### config.mk
export PLATFORM = sky130hd
export DESIGN_NAME = ebus_seq
export DESIGN_NICKNAME = d
export VERILOG_FILES = /design/src/rtl/ebus_pkg.sv /design/src/rtl/ebus_rdy_sync.sv /design/src/rtl/ebus_phase_timer.sv /design/src/rtl/ebus_ctrl.sv /design/src/rtl/ebus_seq.sv
export SDC_FILE = /design/constraint.sdc
export NUM_CORES = 1
export LEC_CHECK = 0
export ABC_CLOCK_PERIOD_IN_PS = 4100
export BUFFER_PORTS_ARGS = -buffer_cell sky130_fd_sc_hd__buf_2
export CAP_MARGIN = 20
export CELL_PAD_IN_SITES_DETAIL_PLACEMENT = 0
export CELL_PAD_IN_SITES_GLOBAL_PLACEMENT = 1
export CORE_MARGIN = 2
export CORE_UTILIZATION = 41
export CTS_BUF_LIST = sky130_fd_sc_hd__clkbuf_4
export DETAILED_ROUTE_END_ITERATION = 6
export PLACE_DENSITY = 0.91
export SLEW_MARGIN = 20
export SYNTH_ARGS = -nofsm -noshare
export SYNTH_HDL_FRONTEND = slang
export SYNTH_SLANG_ARGS = --single-unit
### constraint.sdc
create_clock -name clk -period 4.1 [get_ports clk]
set_input_delay 0.615 -clock clk [delete_from_list [all_inputs] [get_ports clk]]
set_output_delay 0.615 -clock clk [all_outputs]
set_load 0.01 [all_outputs]
### src/rtl/ebus_pkg.sv
package ebus_pkg;

    localparam int FIELD_W = 6;
    localparam int SCALE_W = 2;
    localparam int TICK_W  = 4;

    typedef enum logic [2:0] {
        PH_IDLE   = 3'd0,
        PH_ADDR   = 3'd1,
        PH_LEAD   = 3'd2,
        PH_STROBE = 3'd3,
        PH_HOLD   = 3'd4,
        PH_PAUSE  = 3'd5
    } phase_e;

    typedef struct packed {
        logic               wait_en;
        logic [SCALE_W-1:0] scale;
        logic [FIELD_W-1:0] addr_setup;
        logic [FIELD_W-1:0] ce_lead;
        logic [FIELD_W-1:0] strobe;
        logic [FIELD_W-1:0] rd_hold;
        logic [FIELD_W-1:0] wr_hold;
        logic [FIELD_W-1:0] pause;
    } timing_t;

    function automatic logic [TICK_W-1:0] scale_clocks(input logic [SCALE_W-1:0] code);
        case (code)
            2'd0:    return 4'd4;
            2'd1:    return 4'd1;
            2'd2:    return 4'd2;
            default: return 4'd8;
        endcase
    endfunction

    function automatic logic [FIELD_W-1:0] phase_field(input phase_e ph, input timing_t t,
                                                       input logic wr);
        case (ph)
            PH_ADDR:   return t.addr_setup;
            PH_LEAD:   return t.ce_lead;
            PH_STROBE: return t.strobe;
            PH_HOLD:   return wr ? t.wr_hold : t.rd_hold;
            PH_PAUSE:  return t.pause;
            default:   return '0;
        endcase
    endfunction

    function automatic logic ce_window(input phase_e ph);
        return (ph == PH_LEAD) || (ph == PH_STROBE) || (ph == PH_HOLD);
    endfunction

endpackage

### src/rtl/ebus_rdy_sync.sv
module ebus_rdy_sync #(
    parameter int STAGES = 2
) (
    input  logic clk,
    input  logic rst,
    input  logic rdy_async,
    output logic rdy_sync
);
    logic [STAGES-1:0] chain;

    always_ff @(posedge clk) begin
        if (rst) chain <= '1;
        else     chain <= {chain[STAGES-2:0], rdy_async};
    end

    assign rdy_sync = chain[STAGES-1];
endmodule

### src/rtl/ebus_phase_timer.sv
module ebus_phase_timer
    import ebus_pkg::*;
(
    input  logic               clk,
    input  logic               rst,
    input  logic               load,
    input  logic [FIELD_W-1:0] load_units,
    input  logic [TICK_W-1:0]  unit_clocks,
    input  logic               restart_unit,
    output logic               at_end
);
    localparam int TC_W = TICK_W - 1;

    logic [TC_W-1:0]    tick_q;
    logic [FIELD_W-1:0] unit_q;
    logic [TICK_W-1:0]  reload_full;
    logic [TC_W-1:0]    reload;

    assign reload_full = unit_clocks - 4'd1;
    assign reload      = reload_full[TC_W-1:0];

    always_ff @(posedge clk) begin
        if (rst) begin
            tick_q <= '0;
            unit_q <= '0;
        end else if (load) begin
            tick_q <= reload;
            unit_q <= load_units;
        end else if (tick_q != '0) begin
            tick_q <= tick_q - 1'b1;
        end else if (unit_q != '0) begin
            unit_q <= unit_q - 1'b1;
            tick_q <= reload;
        end else if (restart_unit) begin
            tick_q <= reload;
        end
    end

    assign at_end = (tick_q == '0) && (unit_q == '0);

    assert_load_units_R2: assert property (@(posedge clk) disable iff (rst)
        load |=> (unit_q == $past(load_units)));
    assert_scale_code_R3: assert property (@(posedge clk) disable iff (rst)
        load |-> (unit_clocks == 4'd1 || unit_clocks == 4'd2 ||
                  unit_clocks == 4'd4 || unit_clocks == 4'd8));
endmodule

### src/rtl/ebus_ctrl.sv
module ebus_ctrl
    import ebus_pkg::*;
#(
    parameter int ADDR_W     = 24,
    parameter int DATA_W     = 16,
    parameter int WAIT_LIMIT = 256
) (
    input  logic               clk,
    input  logic               rst,
    input  logic               region_en,
    input  timing_t            live_cfg,
    input  logic               req_valid,
    input  logic               req_write,
    input  logic [ADDR_W-1:0]  req_addr,
    input  logic [DATA_W-1:0]  req_wdata,
    input  logic               rdy_sync,
    input  logic               at_end,
    output logic               accept_ok,
    output logic               tmr_load,
    output logic [FIELD_W-1:0] tmr_units,
    output logic [TICK_W-1:0]  tmr_clocks,
    output logic               tmr_restart,
    output phase_e             phase_nxt,
    output logic               wr_q,
    output logic [ADDR_W-1:0]  addr_q,
    output logic [DATA_W-1:0]  wdata_q,
    output logic               capture,
    output logic               finish,
    output logic               aborted
);
    localparam int WC_W = $clog2(WAIT_LIMIT + 1);
    localparam logic [WC_W-1:0] WLIM = WC_W'(WAIT_LIMIT);

    phase_e            phase_q;
    timing_t           cfg_q;
    logic [WC_W-1:0]   wcnt_q;
    logic              err_q;
    logic              accept, advance, stalled, extend, abort_now;

    assign accept_ok = (phase_q == PH_IDLE) && region_en;
    assign accept    = accept_ok && req_valid;
    assign stalled   = (phase_q == PH_STROBE) && at_end && cfg_q.wait_en && !rdy_sync;
    assign extend    = stalled && (wcnt_q != WLIM);
    assign abort_now = stalled && (wcnt_q == WLIM);
    assign advance   = (phase_q != PH_IDLE) && at_end && !extend;

    always_comb begin
        phase_nxt = phase_q;
        if (accept) begin
            phase_nxt = PH_ADDR;
        end else if (advance) begin
            case (phase_q)
                PH_ADDR:   phase_nxt = PH_LEAD;
                PH_LEAD:   phase_nxt = PH_STROBE;
                PH_STROBE: phase_nxt = PH_HOLD;
                PH_HOLD:   phase_nxt = PH_PAUSE;
                default:   phase_nxt = PH_IDLE;
            endcase
        end
    end

    assign tmr_load    = accept || (advance && phase_q != PH_PAUSE);
    assign tmr_units   = accept ? live_cfg.addr_setup : phase_field(phase_nxt, cfg_q, wr_q);
    assign tmr_clocks  = accept ? scale_clocks(live_cfg.scale) : scale_clocks(cfg_q.scale);
    assign tmr_restart = extend;
    assign capture     = advance && (phase_q == PH_STROBE) && !wr_q;
    assign finish      = advance && (phase_q == PH_PAUSE);
    assign aborted     = err_q;

    always_ff @(posedge clk) begin
        if (rst) begin
            phase_q <= PH_IDLE;
            cfg_q   <= '0;
            wr_q    <= 1'b0;
            addr_q  <= '0;
            wdata_q <= '0;
            wcnt_q  <= '0;
            err_q   <= 1'b0;
        end else begin
            phase_q <= phase_nxt;
            if (accept) begin
                cfg_q   <= live_cfg;
                wr_q    <= req_write;
                addr_q  <= req_addr;
                wdata_q <= req_wdata;
                err_q   <= 1'b0;
            end
            if (abort_now) err_q <= 1'b1;
            if (tmr_load)    wcnt_q <= '0;
            else if (extend) wcnt_q <= wcnt_q + 1'b1;
        end
    end

    assert_busy_no_accept_R9: assert property (@(posedge clk) disable iff (rst)
        (phase_q != PH_IDLE) |-> !accept_ok);
    assert_region_off_idle_R8: assert property (@(posedge clk) disable iff (rst)
        (phase_q == PH_IDLE && !region_en) |=> (phase_q == PH_IDLE));
    assert_wait_bound_R10: assert property (@(posedge clk) disable iff (rst)
        wcnt_q <= WLIM);
    assert_wait_only_strobe_R5: assert property (@(posedge clk) disable iff (rst)
        extend |=> (phase_q == PH_STROBE));
endmodule

### src/rtl/ebus_seq.sv
module ebus_seq
    import ebus_pkg::*;
#(
    parameter int ADDR_W     = 24,
    parameter int DATA_W     = 16,
    parameter int WAIT_LIMIT = 256
) (
    input  logic              clk,
    input  logic              rst,
    input  logic              cfg_region_en,
    input  logic              cfg_wait_en,
    input  logic [1:0]        cfg_scale,
    input  logic [5:0]        cfg_addr_setup,
    input  logic [5:0]        cfg_ce_lead,
    input  logic [5:0]        cfg_strobe,
    input  logic [5:0]        cfg_rd_hold,
    input  logic [5:0]        cfg_wr_hold,
    input  logic [5:0]        cfg_pause,
    input  logic              req_valid,
    input  logic              req_write,
    input  logic [ADDR_W-1:0] req_addr,
    input  logic [DATA_W-1:0] req_wdata,
    output logic              req_ready,
    output logic              done,
    output logic              timeout_err,
    output logic [DATA_W-1:0] rd_data,
    output logic [ADDR_W-1:0] bus_addr,
    output logic              bus_ce_n,
    output logic              bus_oe_n,
    output logic              bus_we_n,
    output logic [DATA_W-1:0] bus_dout,
    output logic              bus_dout_en,
    input  logic [DATA_W-1:0] bus_din,
    input  logic              bus_rdy
);
    timing_t            live_cfg;
    logic               rdy_s, at_end, tmr_load, tmr_restart;
    logic [FIELD_W-1:0] tmr_units;
    logic [TICK_W-1:0]  tmr_clocks;
    phase_e             phase_nxt;
    logic               wr_q, capture, finish, aborted;
    logic [ADDR_W-1:0]  addr_q;
    logic [DATA_W-1:0]  wdata_q;

    assign live_cfg = '{wait_en: cfg_wait_en, scale: cfg_scale,
                        addr_setup: cfg_addr_setup, ce_lead: cfg_ce_lead,
                        strobe: cfg_strobe, rd_hold: cfg_rd_hold,
                        wr_hold: cfg_wr_hold, pause: cfg_pause};

    ebus_rdy_sync #(.STAGES(2)) u_sync (
        .clk(clk), .rst(rst), .rdy_async(bus_rdy), .rdy_sync(rdy_s)
    );

    ebus_phase_timer u_timer (
        .clk(clk), .rst(rst), .load(tmr_load), .load_units(tmr_units),
        .unit_clocks(tmr_clocks), .restart_unit(tmr_restart), .at_end(at_end)
    );

    ebus_ctrl #(.ADDR_W(ADDR_W), .DATA_W(DATA_W), .WAIT_LIMIT(WAIT_LIMIT)) u_ctrl (
        .clk(clk), .rst(rst), .region_en(cfg_region_en), .live_cfg(live_cfg),
        .req_valid(req_valid), .req_write(req_write), .req_addr(req_addr),
        .req_wdata(req_wdata), .rdy_sync(rdy_s), .at_end(at_end),
        .accept_ok(req_ready), .tmr_load(tmr_load), .tmr_units(tmr_units),
        .tmr_clocks(tmr_clocks), .tmr_restart(tmr_restart), .phase_nxt(phase_nxt),
        .wr_q(wr_q), .addr_q(addr_q), .wdata_q(wdata_q), .capture(capture),
        .finish(finish), .aborted(aborted)
    );

    // Pin registers load from the next phase so strobes change on a clean edge.
    always_ff @(posedge clk) begin
        if (rst) begin
            bus_ce_n    <= 1'b1;
            bus_oe_n    <= 1'b1;
            bus_we_n    <= 1'b1;
            bus_dout_en <= 1'b0;
            done        <= 1'b0;
            timeout_err <= 1'b0;
            rd_data     <= '0;
        end else begin
            bus_ce_n    <= !ce_window(phase_nxt);
            bus_oe_n    <= !((phase_nxt == PH_STROBE) && !wr_q);
            bus_we_n    <= !((phase_nxt == PH_STROBE) && wr_q);
            bus_dout_en <= ce_window(phase_nxt) && wr_q;
            done        <= finish;
            timeout_err <= finish && aborted;
            if (capture) rd_data <= bus_din;
        end
    end

    assign bus_addr = addr_q;
    assign bus_dout = wdata_q;

    assert_strobe_excl_R4: assert property (@(posedge clk) disable iff (rst)
        !(!bus_oe_n && !bus_we_n));
    assert_strobe_in_ce_R1: assert property (@(posedge clk) disable iff (rst)
        (!bus_oe_n || !bus_we_n) |-> !bus_ce_n);
    assert_done_pulse_R9: assert property (@(posedge clk) disable iff (rst)
        done |=> !done);
    assert_err_with_done_R10: assert property (@(posedge clk) disable iff (rst)
        timeout_err |-> done);
    assert_dout_window_R11: assert property (@(posedge clk) disable iff (rst)
        bus_dout_en |-> !bus_ce_n);
    assert_rd_stable_R7: assert property (@(posedge clk) disable iff (rst)
        (bus_oe_n && $past(bus_oe_n)) |-> $stable(rd_data));
endmodule

Yosys cells after proc, flatten, opt, wreduce, memory -nomap -nowiden
Index checks and enable logic that the tools add are counted.
{ "totals": {"ff_bits": 126} }
{ "op_classes": {"n_addsub": 4, "n_eq_ne": 18, "n_mux": 18, "reduce_logical": 40} }
{ "op_table": {"columns": ["cell", "n"], "rows": [
  ["6-bit 2-to-1 mux", 5],
  ["6-bit one-hot mux with 5 select lines", 1],
  ["3-bit 2-to-1 mux", 7],
  ["1-bit logical AND", 18],
  ["3-bit one-hot mux with 3 select lines", 2],
  ["3-bit by 2-bit == test with 1-bit output, second input constant", 4],
  ["3-bit == test, second input constant", 4],
  ["3-bit one-hot mux with 4 select lines", 1],
  ["9-bit by 1-bit adder with 9-bit output, second input constant", 1],
  ["9-bit == test, second input constant", 1],
  ["9-bit != test, second input constant", 1],
  ["3-bit by 1-bit == test with 1-bit output, second input constant", 2],
  ["1-bit zero test", 6],
  ["3-bit zero test", 2],
  ["6-bit zero test", 1],
  ["3-bit nonzero test", 2],
  ["6-bit nonzero test", 1],
  ["3-bit by 1-bit subtractor with 3-bit output, second input constant", 2],
  ["6-bit by 1-bit subtractor with 6-bit output, second input constant", 1],
  ["2-bit by 1-bit == test with 1-bit output, second input constant", 2],
  ["2-bit == test, second input constant", 2],
  ["2-bit zero test", 2],
  ["2-bit nonzero test", 2],
  ["4-bit nonzero test", 1],
  ["6 further kinds", 9]
]} }

Depth between registers and ports, before layout
Gate-level depths: netlist of run 1.
{ "depth": {"ltp_word": 14, "mapped_depth": 10} }

By module
A second synthesis of run 1 with hierarchy kept.
{ "hier_totals": {"hier_cells": 638, "hier_area_um2": 5392.7} }
{ "modules_own_cells": {"columns": ["module", "instances", "cells_each", "area_each_um2"], "rows": [
  ["ebus_ctrl", 1, 496, 3967.6],
  ["ebus_seq", 1, 68, 763.2],
  ["ebus_phase_timer", 1, 70, 609.3],
  ["ebus_rdy_sync", 1, 4, 52.6]
]} }

Worst setup path after synthesis of run 1
OpenSTA, ideal clock, no wires.
{ "synth_path": {"path_type": "input to register", "start": "input cfg_region_en", "end": "register u_timer.tick_q[2]", "setup_ns": 0.117, "t_arrival_ns": 2.333, "path_slack_ns": 1.651, "cell_stages": 9, "path_buffers": 2, "path_cell_list": "nor4b_2 nand2_1 clkbuf_1 clkbuf_1 a31oi_1 ha_1 nor2b_1 mux2i_1 and4b_1"} }
{ "synth_between": {"elab_chain_cells": 8, "word_cells_on_any_way": 10, "classes_between": "add/sub (1); mux (5); reduce/logical (4)"} }
{ "synth_lines": {"columns": ["item", "line_no", "rtl"], "rows": [
  ["from (decl)", "ebus_seq.sv:10", "input logic cfg_region_en,"],
  ["1-bit logical AND *", "ebus_ctrl.sv:40", "assign accept_ok = (phase_q == PH_IDLE) && region_en;"],
  ["1-bit logical AND *", "ebus_ctrl.sv:41", "assign accept = accept_ok && req_valid;"],
  ["3-bit 2-to-1 mux", "ebus_ctrl.sv:64", "assign tmr_clocks = accept ? scale_clocks(live_cfg.scale) : scale_clocks(cfg_q.scale);"],
  ["3-bit by 1-bit subtractor with 3-bit output", "ebus_phase_timer.sv:19", "assign reload_full = unit_clocks - 4'd1;"],
  ["3-bit 2-to-1 mux", "ebus_phase_timer.sv:34", "end else if (restart_unit) begin"],
  ["3-bit 2-to-1 mux", "ebus_phase_timer.sv:31", "end else if (unit_q != '0) begin"],
  ["3-bit 2-to-1 mux", "ebus_phase_timer.sv:29", "end else if (tick_q != '0) begin"],
  ["3-bit 2-to-1 mux", "ebus_phase_timer.sv:26", "end else if (load) begin"],
  ["to (signal assigned)", "ebus_phase_timer.sv:27", "tick_q <= reload;"],
  ["to (signal assigned)", "ebus_phase_timer.sv:30", "tick_q <= tick_q - 1'b1;"],
  ["to (signal assigned)", "ebus_phase_timer.sv:35", "tick_q <= reload;"],
  ["to (decl)", "ebus_phase_timer.sv:14", "logic [TC_W-1:0] tick_q;"]
]} }
Every way passes the cells marked *; elsewhere a longest branch is shown, timed or not. The select of a mux whose other input is x is not followed.
A chain may end at the register's enable or synchronous reset.

Worst setup path after layout of run 1
{ "layout_path": {"start": "register u_ctrl.phase_q[0]", "end": "register u_timer.tick_q[0]"} }
{ "layout_between": {"elab_chain_cells": 10, "word_cells_on_any_way": 22, "classes_between": "add/sub (1); eq/ne (2); mux (5); reduce/logical (14)"} }
{ "layout_lines": {"columns": ["item", "line_no", "rtl"], "rows": [
  ["from (decl)", "ebus_ctrl.sv:34", "phase_e phase_q;"],
  ["from (signal assigned)", "ebus_ctrl.sv:80", "phase_q <= phase_nxt;"],
  ["branches (longest 10 deep; another with 3-bit by 1-bit subtractor with 3-bit output)", null, null],
  ["to (signal assigned)", "ebus_phase_timer.sv:30", null],
  ["to (signal assigned)", "ebus_phase_timer.sv:33", "tick_q <= reload;"],
  ["to (signal assigned)", "ebus_phase_timer.sv:35", null]
]} }
Parallel ways; which one is timed is not known. The select of a mux whose other input is x is not followed.

==> key figures, run 1 <==
Run status
  – Outcome: finished, final reports clean

Placed design
  – Post-DP HPWL: 9080 µm
  – PortBufs: 163
  – Final GP Congestion: 0.849

Setup path
  – Crit Path Class: reg -> reg
  – R2r setup slk: roughly 1.4 ns
  – CP endpoint kind: register
  – Crit path launch: u_ctrl.phase_q[0]$_SDFF_PP0_
  – CP Data Required Time: between 4 and 5 ns
  – Worst Path Max Fanout: 79
  – R2r startpoint: u_ctrl.phase_q[0]$_SDFF_PP0_
  – Worst Path Arrival: 3.08 ns
  – Startpoint types: register

Power and ir drop
  – Internal power: slightly above 2 mW
  – LEAKAGE: about 2.6 nW
  – Power density over the cells: 463 nW/µm²
  – Sw Ratio: 0.308
  – Sequential share of power: 0.456
  – Psw: 0.905 mW
  – Clk pwr share: 0.309
  – Gate power share: 0.235
  – VDD IR max: roughly 0.21 mV

Finish
  – Sequential cell area: 2400 µm²
  – N_diodes: 0
  – Area delta synth->final: 22.6%
  – Commonest non-fill, non-tap cells in the layout: buf_2 (162), nand2_1 (159), dfxtp_1 (120)
  – Nets: 869
  – Layout cells sized above 1: 0.281
  – Fillers: 1,229
  – Most common cell after layout, fill and taps aside: buf_2
  – Area of the multi-input gates: 2540 µm²

Clocking
  – Max clock buf depth: 2
  – # hold bufs at CTS: 0
  – CTS root buffer: clkbuf_4
  – # Post-CTS Setup Buffers: 0
  – CTS sink cnt: 120
  – Clock transition at path regs: ~0.1 ns
  – Clk_lat worst skew: about 0.52 ns
  – CTS Buf Count: 17
  – # H-tree levels: 4
  – Post-CTS sizing: 0
  – CTS tree: yes

Yosys
  – Mapped cell area: 5170 µm²
  – Synthesis-stage register bit count: 120
  – Post-synth EDFFs: 0
  – Yosys warns: 0
  – Seq/Total Area, Yosys: 0.464
  – Avg Synthesized Cell Area: roughly 8.3 µm²
  – Gate Count Post-Synth: 621
  – Ys flop type: dfxtp_1
  – Asr flop ratio synth: 0
  – Netlist cell types: 57
  – Syn Nets: 729

STA
  – Max transition margin: 0.397
  – Slew @ Worst Pin: 0.882 ns
  – Final Skew: 0.0132 ns
  – Setup TNS: 0 ns
  – Final Max Slew Viols: 0
  – Final period util: 0.663
  – Hold Worst Slack: 0.293 ns
  – Peak Freq: 368 MHz
  – Final hold viol count: 0
  – Final setup violation count: 0
  – Final worst path period need: 2.72 ns
  – RSZ-0062 raised after global routing: no

Route
  – Drt total wl: 13,100 µm
  – DR WL/cell: 13.8 µm
  – Post-DR vias/cell: 4.99
  – Vias after detailed routing: 4,716
  – DRT antenna net count: 0
  – Iter 0 DRT Violations: 254
  – DRT Pass-1 Iters: 5
  – DRC viols: 0

Global routing
  – Total GRT Usage: 0.187
  – Initial antenna violation count: 0
  – Number of global-route vias before repair: just over 4,000
  – Pin count of the biggest net entering global routing: 114
  – First-pass GRT wire length: 19,900 µm
  – Total grt overflow: 0

Floorplanning
  – Initial Utilization: 0.415
  – Die Y: 116 µm
  – Placeable Area: 12,500 µm²
  – Die width: 116 µm
  – Die ar.: ~14,000 µm²
  – # IOs: approximately 160
  – Num rows: 41

Worst hold path
  – Hold Crit Start: bus_rdy
  – Hold Crit Class: in -> reg

Job
  – Max-cap check violation count: 0
[layer usage]
metal	GRT usage	vias up	routed length [µm]
met5	0	-	0
met4	0.0619	0	167
met3	0.0503	12	652
met2	0.284	113	6420
met1	0.257	2194	5850
li1	-	2397	-
[critical path, cell delays in order (launching register included)]
cell      delay [ns]
dfxtp_1         0.76
nor4b_2         0.19
nand2_2         0.21
buf_4           0.66
nand3_1         0.34
a211oi_1        0.32
a311oi_1        0.07
[area by class of cell]
type	instances	share of cell area
well taps	172	0.0339
clock buffers	19	0.0225
inverters	11	0.00651
flip-flops and latches	120	0.379
clock inverters	12	0.0249
multi-input cells	445	0.400
repair buffers	166	0.133
[metrics by stage]
stage	power [mW]	utilization	setup WS, ns	instance area (µm²)	std cells
after floorplan	1.86	-	1.65	5170	621
after detailed placement	2.05	0.484	1.39	6040	914
final	2.93	0.509	1.38	6340	945
after global placement	2.02	0.484	1.49	6040	914
after CTS	2.96	0.509	1.38	6340	945
after global routing	3.10	0.509	1.14	6340	945
[registers in the layout, summed over array words and instances, names as in the netlist]
register	cells
bus_oe_n	1
bus_ce_n	1
rd_data	16
u_ctrl.wcnt_q	9
u_ctrl.cfg_q	33
done	1
bus_we_n	1
u_ctrl.wr_q	1
timeout_err	1
u_ctrl.wdata_q	16
u_sync.chain	2
u_ctrl.addr_q	24
u_timer.unit_q	6
u_timer.tick_q	3
bus_dout_en	1
u_ctrl.aborted	1
u_ctrl.phase_q	3
[worst paths after layout]
path / to / cells after the start
worst min-delay path: u_sync.chain[0]$_SDFF_PP1_ / 2
worst min register to register: u_sync.chain[1]$_SDFF_PP1_ / 1
worst max register to register: u_timer.tick_q[0]$_SDFFE_PP0P_ / 6
worst max-delay path: u_timer.tick_q[0]$_SDFFE_PP0P_ / 6
[cells by family after synthesis]
| logic type | after synthesis | synth area share |
|---|---|---|
| and+or+nand+nor | 269 | 0.244 |
| AOI/OAI and AO/OA | 128 | 0.152 |
| DFF | 120 | 0.464 |
| buffers and inverters | 56 | 0.0457 |
| muxes | 29 | 0.0571 |
| xor gates and xnor gates | 12 | 0.0203 |
| adders and majority gates | 7 | 0.0169 |
[power groups by stage]
stage / Sequential (mW) / Clock (mW) / Combinational (mW)
finish: 1.34 / 0.906 / 0.691
global route: 1.35 / 0.977 / 0.768
CTS: 1.34 / 0.927 / 0.694
detailed placement: 1.36 / 0 / 0.689
global placement: 1.36 / 0 / 0.660
floorplan: 1.35 / 0 / 0.509
[cells in the mapped netlist, types with 3 or more instances]
library cell	instances	area share
a2111oi_0	5	0.0085
a2111oi_2	3	0.0087
a211oi_1	6	0.0087
a21oi_1	87	0.084
a31oi_1	3	0.0036
and2_1	5	0.0060
buf_2	15	0.015
clkbuf_1	28	0.020
dfxtp_1	120	0.46
ha_1	7	0.017
inv_1	11	0.0080
mux2_2	4	0.0087
mux2i_1	25	0.048
nand2_1	160	0.12
nand2b_1	7	0.0085
nand3_1	9	0.0087
nor2_1	39	0.028
nor2b_1	4	0.0048
nor3_1	10	0.0097
nor4_1	7	0.0085
o21ai_0	6	0.0058
o22ai_1	4	0.0048
o31ai_1	4	0.0058
or2_2	3	0.0036
xnor2_1	10	0.017
Power figures use the tool's default switching activity.
==> inputs of run 2 (changes only) <==
ABC_AREA = 1   (was default)
ABC_CLOCK_PERIOD_IN_PS = 2400   (was 4100)
CORE_UTILIZATION = 34   (was 41)
PLACE_DENSITY = 0.82   (was 0.91)
clock period = 2.4 ns   (was 4.1 ns; I/O delays follow)
==> run 2 against run 1 <==
Against the previous run: die area grew 24%; core utilization shrank 6.2 points; fmax grew 21%; clock skew grew 0.0074 ns; wire length grew 6.4%; first-iteration DRC count grew 30%; cell count grew 18%; power grew 82%; clock power grew 34%; synthesized cell count grew 16%; hold slack lost 0.22 ns; setup slack lost 1.2 ns; critical path type unchanged; largest cell class unchanged; largest power group unchanged.
==> key figures, run 2 <==
Yosys
  – Synth top area share: 0.465
  – Avg Synthesized Cell Area: roughly 7.5 µm²
  – Mapped cell area: 5380 µm²
  – Gate Count Post-Synth: 722
  – Ys flop type: dfxtp_1
  – Synthesis-stage register bit count: 125
  – Yosys top cell by area: dfxtp_1
  – Post-synth top cells: nand2_1 (209), dfxtp_1 (125), a21oi_1 (114), inv_1 (47), o21ai_0 (39)
  – Yosys warns: 0
  – Asr flop ratio synth: 0
  – Syn Nets: 830
  – Netlist cell types: 38
  – Seq/Total Area, Yosys: 0.465
  – Post-synth EDFFs: 0
  – Count leader, synth: nand2_1
  – Largest cells by area after synthesis: dfxtp_1 (47%), nand2_1 (15%), a21oi_1 (11%)

STA
  – Peak Freq: 444 MHz
  – RSZ-0062 raised after global routing: yes
  – Hold Worst Slack: 0.0726 ns
  – Final hold viol count: 0
  – Max transition margin: 0.624
  – Final Skew: 0.0206 ns
  – Final Max Slew Viols: 0
  – Slew @ Worst Pin: 0.564 ns
  – Final period util: 0.939
  – Final setup violation count: 0
  – Final worst path period need: 2.25 ns

Placed design
  – Placed insts: about 1,100
  – Final GP Congestion: 0.777
  – Post-DP HPWL: 9500 µm
  – PortBufs: 163

Clocking
  – CTS root buffer: clkbuf_4
  – # H-tree levels: 4
  – Max clock buf depth: 2
  – Clk_lat worst skew: just over 0.5 ns
  – CTS tree: yes
  – Clock transition at path regs: 0.11 ns
  – CTS Buf Count: 17
  – CTS sink cnt: 125

Power and ir drop
  – Pwr Total: 5.33 mW
  – LEAKAGE: 2.94 nW
  – VDD IR max: around 0.33 mV
  – Power density over the cells: just under 800 nW/µm²

Finish
  – Sequential cell area: 2500 µm²
  – Fillers: roughly 1,600
  – Biggest register: u_ctrl.cfg_q
  – Area of the multi-input gates: ~2600 µm²
  – Layout cells sized above 1: 0.310
  – Post-route insts no fill: 1,115
  – Commonest non-fill, non-tap cells in the layout: nand2_1 (204), buf_2 (163), dfxtp_1 (123)
  – Area delta synth->final: 27.2%
  – Nets: 999
  – Top flop regs: u_ctrl.cfg_q x38, u_ctrl.addr_q x24
  – Largest register FFs: 38
  – N_diodes: 0
  – Most common cell after layout, fill and taps aside: nand2_1

Setup path
  – Crit Path Class: reg -> reg
  – Critical Path Stages: 16
  – Crit path launch: u_timer.tick_q[0]$_SDFFE_PP0P_
  – CP Data Required Time: roughly 2.8 ns
  – Sequence of cells on the critical path: inv_2, ha_1, inv_2, nor2_4, nand4_4, nor2_4, nand2_4, nand2_4, nand3_4, buf_4, nand4_1, nand3_1, o21ai_1, nand2_1, nand2_1, a21oi_1
  – Startpoint types: register
  – Critical path's largest stage delay: between 0.3 and 0.4 ns
  – Reg2Reg Depth: 16
  – Worst Path Arrival: 2.62 ns
  – Buffers & Inverters on Critical Path: 3
  – R2r startpoint: u_timer.tick_q[0]$_SDFFE_PP0P_
  – Top cell family by delay on the critical path: simple AND/OR/NAND/NOR gates
  – Worst Path Max Fanout: 7
  – CP endpoint kind: register
  – Slowest stage cell, crit path: dfxtp_2

Worst hold path
  – Hold Crit Class: in -> reg
  – Hold path cells: 3
  – Hold Crit Start: req_wdata[15]

Floorplanning
  – Initial Utilization: 0.351
  – # IOs: 164
  – Die Y: between 100 and 150 µm
  – Die ar.: between 15,000 and 20,000 µm²
  – Num rows: 45
  – Die width: 130 µm
  – Placeable Area: 15,300 µm²

Route
  – DRC viols: 0
  – DRT antenna net count: 0
  – DR WL/cell: 12.5 µm
  – Iter 0 DRT Violations: 330
  – DRT Pass-1 Iters: 4
  – Post-DR vias/cell: ~4.6
  – Drt total wl: 13,900 µm
  – Vias after detailed routing: 5,159

Global routing
  – Number of global-route vias before repair: 4,677
  – First-pass GRT wire length: 21,800 µm
  – Total grt overflow: 0
  – Total GRT Usage: 0.162
  – Initial antenna violation count: 0
  – Pin count of the biggest net entering global routing: 76

Job
  – Max-cap check violation count: 0

Run status
  – Outcome: finished, final reports clean
-- run 2: final timing paths --
path / end / slack, ns
setup / recovery: u_timer.unit_q[3]$_SDFFE_PP0P_ / 0.15
hold / removal: u_ctrl.wdata_q[15]$_SDFFE_PP0P_ / 0.07
setup reg to reg: u_timer.unit_q[3]$_SDFFE_PP0P_ / 0.15
hold reg to reg: u_sync.chain[1]$_SDFF_PP1_ / 0.42
-- run 2: cell families (layout without fill, tap and decap cells) --
family / Yosys count / count (layout) / share of synthesized area
simple gates: 312 / 314 / 0.266
buf+inv: 102 / 282 / 0.0784
compound gates: 166 / 166 / 0.158
fa+ha+maj: 7 / 7 / 0.0163
xor+xnor: 10 / 10 / 0.0163
flops: 125 / 125 / 0.465
-- run 2: report_power, final --
part           total, mW  switching, mW  internal (mW)
Clock               1.21          0.778          0.432
Combinational       1.70           1.03          0.674
Sequential          2.41          0.140           2.27
Total               5.33           1.95           3.38
-- run 2: stage by stage --
step	instance area (µm²)	utilization	setup WS (ns)	setup TNS, ns
6_report	6840	0.447	0.146	0
2_1_floorplan	5380	-	0.384	0
3_3_place_gp	6370	0.416	0.103	0
3_5_place_dp	6370	0.416	0.0594	0
5_1_grt	6840	0.447	-0.0519	-0.133
4_1_cts	6610	0.432	0.0491	0
-- run 2: repair_timing --
item	in CTS	in global routing
setup endpoints to repair	0	15
gates resized for setup	0	33
hold endpoints to repair	1	0
setup buffers	0	12
hold buffers	1	0
-- run 2: worst reg2reg max path: stages, from the launching register on --
cell,delay [ns]
dfxtp_2,0.34
inv_2,0.06
ha_1,0.15
inv_2,0.04
nor2_4,0.19
nand4_4,0.14
nor2_4,0.21
nand2_4,0.11
nand2_4,0.09
nand3_4,0.13
buf_4,0.19
nand4_1,0.07
nand3_1,0.09
o21ai_1,0.12
nand2_1,0.08
nand2_1,0.06
a21oi_1,0.05
-- run 2: routing by layer --
| layer | track usage | up-vias | part of all wire |
|---|---|---|---|
| met5 | 0 | - | 0 |
| met4 | 0.0443 | 0 | 0.0067 |
| met3 | 0.0586 | 6 | 0.069 |
| met2 | 0.258 | 140 | 0.45 |
| met1 | 0.210 | 2319 | 0.47 |
| li1 | - | 2694 | - |
-- run 2: final cells by class --
cell class / count / share of cell area
Multi-Input combinational cell: 497 / 0.375
Sequential cell: 125 / 0.366
Timing Repair Buffer: 188 / 0.152
Tap cell: 211 / 0.0386
Inverter: 62 / 0.0351
Clock buffer: 20 / 0.0219
Clock inverter: 12 / 0.0110
